[src/rtl/addr_sel_pkg.sv]
package addr_sel_pkg;
  localparam int DEF_ADDR_W = 7;
  localparam int DEF_DEV_W  = 3;
  localparam int DEF_SYNC   = 2;

  typedef struct packed {
    logic hit;
    logic rd;
  } match_t;
endpackage

[src/rtl/strap_latch.sv]
module strap_latch #(
  parameter int DEV_W = addr_sel_pkg::DEF_DEV_W,
  parameter int SYNC  = addr_sel_pkg::DEF_SYNC
) (
  input  logic             clk,
  input  logic             rst,
  input  logic [DEV_W-1:0] strap,
  output logic [DEV_W-1:0] strap_lat
);
  logic [DEV_W-1:0] chain [SYNC];

  // Synchronizer runs freely so that it has settled by reset release.
  always_ff @(posedge clk) begin
    chain[0] <= strap;
    for (int i = 1; i < SYNC; i++) chain[i] <= chain[i-1];
  end

  // Captured throughout reset, frozen afterwards.
  always_ff @(posedge clk) begin
    if (rst) strap_lat <= chain[SYNC-1];
  end

  assert_frozen_R3: assert property (@(posedge clk) disable iff (rst)
    1'b1 |=> $stable(strap_lat));
endmodule

[src/rtl/addr_resolve.sv]
module addr_resolve #(
  parameter int ADDR_W = addr_sel_pkg::DEF_ADDR_W,
  parameter int DEV_W  = addr_sel_pkg::DEF_DEV_W,
  parameter logic [ADDR_W-DEV_W-1:0] PREFIX = 4'b1010
) (
  input  logic              clk,
  input  logic              rst,
  input  logic [DEV_W-1:0]  strap_lat,
  input  logic [ADDR_W-1:0] nv_addr,
  output logic [ADDR_W-1:0] eff_addr
);
  logic use_nv;
  assign use_nv = (strap_lat == '0);

  always_ff @(posedge clk) begin
    if (rst)         eff_addr <= '0;
    else if (use_nv) eff_addr <= nv_addr;
    else             eff_addr <= {PREFIX, strap_lat};
  end

  assert_fallback_R2: assert property (@(posedge clk) disable iff (rst)
    (strap_lat == '0) |=> eff_addr == $past(nv_addr));
  assert_pin_addr_R1: assert property (@(posedge clk) disable iff (rst)
    (strap_lat != '0) |=> eff_addr[DEV_W-1:0] == $past(strap_lat));
  assert_prefix_R1: assert property (@(posedge clk) disable iff (rst)
    (strap_lat != '0) |=> eff_addr[ADDR_W-1:DEV_W] == PREFIX);
endmodule

[src/rtl/addr_compare.sv]
module addr_compare #(
  parameter int ADDR_W = addr_sel_pkg::DEF_ADDR_W
) (
  input  logic              clk,
  input  logic              rst,
  input  logic [ADDR_W:0]   addr_byte,
  input  logic              addr_vld,
  input  logic [ADDR_W-1:0] eff_addr,
  output addr_sel_pkg::match_t result
);
  always_ff @(posedge clk) begin
    if (rst) begin
      result <= '0;
    end else if (addr_vld) begin
      result.hit <= (addr_byte[ADDR_W:1] == eff_addr);
      result.rd  <= addr_byte[0];
    end
  end

  assert_hold_R5: assert property (@(posedge clk) disable iff (rst)
    !addr_vld |=> $stable(result));
  assert_dir_R6: assert property (@(posedge clk) disable iff (rst)
    addr_vld |=> result.rd == $past(addr_byte[0]));
  assert_miss_R4: assert property (@(posedge clk) disable iff (rst)
    (addr_vld && addr_byte[ADDR_W:1] != eff_addr) |=> !result.hit);
endmodule

[src/rtl/i2c_addr_select.sv]
module i2c_addr_select #(
  parameter int ADDR_W = addr_sel_pkg::DEF_ADDR_W,
  parameter int DEV_W  = addr_sel_pkg::DEF_DEV_W,
  parameter int SYNC   = addr_sel_pkg::DEF_SYNC,
  parameter logic [ADDR_W-DEV_W-1:0] PREFIX = 4'b1010
) (
  input  logic              clk,
  input  logic              rst,
  input  logic [DEV_W-1:0]  strap,
  input  logic [ADDR_W-1:0] nv_addr,
  input  logic [ADDR_W:0]   addr_byte,
  input  logic              addr_vld,
  output logic [ADDR_W-1:0] eff_addr,
  output logic              addr_hit,
  output logic              rw_dir
);
  logic [DEV_W-1:0] strap_lat;
  addr_sel_pkg::match_t res;

  strap_latch #(.DEV_W(DEV_W), .SYNC(SYNC)) u_latch (
    .clk(clk), .rst(rst), .strap(strap), .strap_lat(strap_lat));

  addr_resolve #(.ADDR_W(ADDR_W), .DEV_W(DEV_W), .PREFIX(PREFIX)) u_resolve (
    .clk(clk), .rst(rst), .strap_lat(strap_lat), .nv_addr(nv_addr),
    .eff_addr(eff_addr));

  addr_compare #(.ADDR_W(ADDR_W)) u_cmp (
    .clk(clk), .rst(rst), .addr_byte(addr_byte), .addr_vld(addr_vld),
    .eff_addr(eff_addr), .result(res));

  assign addr_hit = res.hit;
  assign rw_dir   = res.rd;

  assert_reset_R7: assert property (@(posedge clk)
    rst |=> (eff_addr == '0 && !addr_hit && !rw_dir));
endmodule

[config.mk]
export PLATFORM = sky130hd
export DESIGN_NAME = i2c_addr_select
export DESIGN_NICKNAME = d
export VERILOG_FILES = /design/src/rtl/addr_sel_pkg.sv /design/src/rtl/strap_latch.sv /design/src/rtl/addr_resolve.sv /design/src/rtl/addr_compare.sv /design/src/rtl/i2c_addr_select.sv
export SDC_FILE = /design/constraint.sdc
export NUM_CORES = 1
export LEC_CHECK = 0
export BUFFER_PORTS_ARGS = -buffer_cell sky130_fd_sc_hd__buf_4
export CORE_MARGIN = 5
export CORE_UTILIZATION = 37
export DETAILED_ROUTE_END_ITERATION = 10
export PLACE_DENSITY = 0.8
export SLEW_MARGIN = 30
export SYNTH_ARGS = -nofsm -noshare
export SYNTH_HDL_FRONTEND = slang
export SYNTH_SLANG_ARGS = --single-unit
[constraint.sdc]
create_clock -name clk -period 1.04 [get_ports clk]
set_input_delay 0.104 -clock clk [delete_from_list [all_inputs] [get_ports clk]]
set_output_delay 0.104 -clock clk [all_outputs]
set_load 0.02 [all_outputs]
==> impl_results.md <==
- Crit-path leading delay family: simple AND/OR/NAND/NOR gates
- Critical path's largest stage delay: 0.43 ns
- H-tree levels: 1
- Nets@finish: 110
- PD cells: 1410 mW/mm2
- Syn Area/Cell: 11.7 um2
- CTS clk-pin slew, worst paths: 0.10 ns
- Syn nets: 71
- Hold Violations, Final: 0
- Placed cell count: 97
- Crit path max fanout: 3
- Reg-to-reg slack, setup: -0.05 ns
- Clock sinks: 18
- Iter 0 DRT Violations: 0
- GRT Total Usage: 10.3%
- Dpl hpwl: 972 um
- First-pass GRT wire length: 1930 um
- Violated checks: negative setup slack
- Grt ovf: 0
- Final worst slack: -0.0470 ns
- Max Clk Rate: 0.920 GHz
- Drt first pass iters: 1
- Synth top area share: 51.2%
- Critical path's slowest cell: or3_4
- Finished Layout Cells: 104
- Initial antenna violation count: 0
- Final setup viols: 4
- Yosys warns: 0
- Multi-input gate area: 200 um2
- Reg2reg start: u_latch.strap_lat[2]
- Crit path required time: 1.26 ns
- Drt total wl: 1230 um
- DR vias: 485
- Crit share post-route: 105%
- Total CTS buffers: 3
- Netlist cell types: 15
- Crit path launch type: register
- Final slew viol count: 0
- PortBufs: 29
- Hold endpoint: u_resolve.eff_addr[5]
- Yosys reg bits: 18
- RR Endpoint: u_resolve.eff_addr[3]
- Core area: 0.00151 mm2
- Setup TNS: -0.133 ns
- Hold Path Stages: 2
- R2r worst-path depth: 3
- Clock period minus worst slack: 1.09 ns
- Largest cells by area after synthesis: dfxtp_1 (51%), edfxtp_1 (15%), xnor2_1 (10%), nor2_1 (7.0%), and2_1 (2.1%)
- Vias in the first global route: 467
- CTS tree: yes
- FILL cells: 133
- Most common library cell in the layout ignoring fill and taps: buf_4
- RSZ-0062 raised after global routing: yes
- Hold_sp: nv_addr[5]
- Bufs on Longest Clock Path: 2
- Die X: 49.8 um
- Drt via density: 4.66
- Overall die height: 49.8 um
- Wire per inst: 11.8 um
- N_diodes: 0
- Most frequent cells in the layout: buf_4 (32), dfxtp_1 (15), nor2_1 (10)
- Area of the mapped netlist: 587 um2
- Synth area leader: dfxtp_1
- Max_cap viols: 0
- Peak VDD IR: 0.998 mV
- Reg area: 390 um2
- Synth-to-layout area growth: 55.2%
- Rows: 14
- Status: finished with violations
- Die area: 0.00248 mm2
- HP Class: input pin to register
- Synth Instances: 50
- Setup CP Type: register to register
- Placer congestion estimate: 0.705
- Crit. End Element: register
- Layout cells sized above 1: 44.3%
- Tightest Pin Transition: 0.203 ns
- Seq/Total Area, Yosys: 66.5%
- Initial Util: 39.0%
- Max transition margin: 86.4%
- Critical path arrival: 1.31 ns
- Clk_skew: 0.0111 ns
- Clock Tree Root: clkbuf_4
- Setup Slack @ Placement: -0.00970 ns
- Worst-path cell chain: or3_4, nor2_4, and2_1
- I/O pin total: 30
- CP Buf/Inv Count: 0
- DRC: 0
- Remaining antenna violation count: 0
- Leak: 0.000400 uW
- Worst-skew pair later-pin latency: 0.28 ns
- Largest net degree at the start of global routing: 13
[per-layer routing]
layer	track usage [%]	vias to the layer above	share of wire (%)	wire length [um]
li1	-	242	-	-
met2	17.4	25	50	612
met3	3.92	0	9.6	117
met5	0	-	0	0
met4	5.24	0	0	0
met1	10.9	218	40	495
[flip-flops by register name, indices dropped and copies added (netlist names)]
signal / count
u_resolve.eff_addr: 7
u_latch.chain: 6
u_latch.strap_lat: 3
u_cmp.result: 2
[how the worst max path moves through the flow]
stage	start	end	cells past startpoint
after floorplan	u_latch.strap_lat[2]	u_resolve.eff_addr[3]	3
after global placement	u_latch.strap_lat[2]	u_resolve.eff_addr[5]	3
after detailed placement	u_latch.strap_lat[1]	u_resolve.eff_addr[3]	3
after CTS	u_latch.strap_lat[1]	u_resolve.eff_addr[3]	3
after global routing	u_latch.strap_lat[2]	u_resolve.eff_addr[6]	3
final	u_latch.strap_lat[2]	u_resolve.eff_addr[3]	3
[what timing repair did]
| item | CTS | global route |
|---|---|---|
| resized for setup | 0 | 3 |
| endpoints found under the setup margin | 4 | 6 |
| setup buffers | 1 | 0 |
| pin swaps | 2 | 4 |
| hold buffers | 3 | 0 |
| endpoints found under the hold margin | 3 | 0 |
[Yosys cell counts]
cell type and instances:
mux2i_1 1, nor2_1 11, a21oi_1 2, xnor2_1 7, edfxtp_1 3, nand4_1 2, o32ai_1 1, nor2b_1 1
dfxtp_1 15, nor2_2 1, buf_2 1, and2_1 2, or3_4 1, inv_1 1, nor3b_1 1
[kinds of logic (layout without fill, tap and decap cells)]
| logic type | Yosys count | count (layout) | share of synthesized area, % |
|---|---|---|---|
| buffers and inverters | 2 | 40 | 1.49 |
| AOI/OAI and AO/OA | 3 | 3 | 3.20 |
| and+or+nand+nor | 19 | 19 | 16.6 |
| muxes | 1 | 1 | 1.71 |
| DFF | 18 | 18 | 66.5 |
| xor gates and xnor gates | 7 | 7 | 10.4 |
[power breakdown]
group | total, uW | internal, uW | switching [uW] | leakage (uW)
Combinational | 187 | 113 | 74.4 | 0.000231
Clock | 333 | 149 | 185 | 0.0000150
Sequential | 760 | 743 | 16.3 | 0.000154
[through the flow]
step | total power [uW] | area [um2] | utilization [%] | hold WS, ns
global placement | 946 | 842 | 55.9 | 0.209
CTS | 1300 | 906 | 60.1 | 0.0202
floorplan | 846 | 587 | - | 0.132
finish | 1280 | 911 | 60.5 | 0.0292
global route | 1350 | 911 | 60.5 | 0.0107
detailed placement | 952 | 842 | 55.9 | 0.209
[layout make-up]
cell class / count / share of cell area [%]
flip-flops and latches: 18 / 42.9
multi-input cells: 30 / 22.0
well taps: 16 / 2.20
inverters: 1 / 0.412
repair buffers: 35 / 29.7
clock buffers: 4 / 2.88
(Power assumes the default switching activity.)
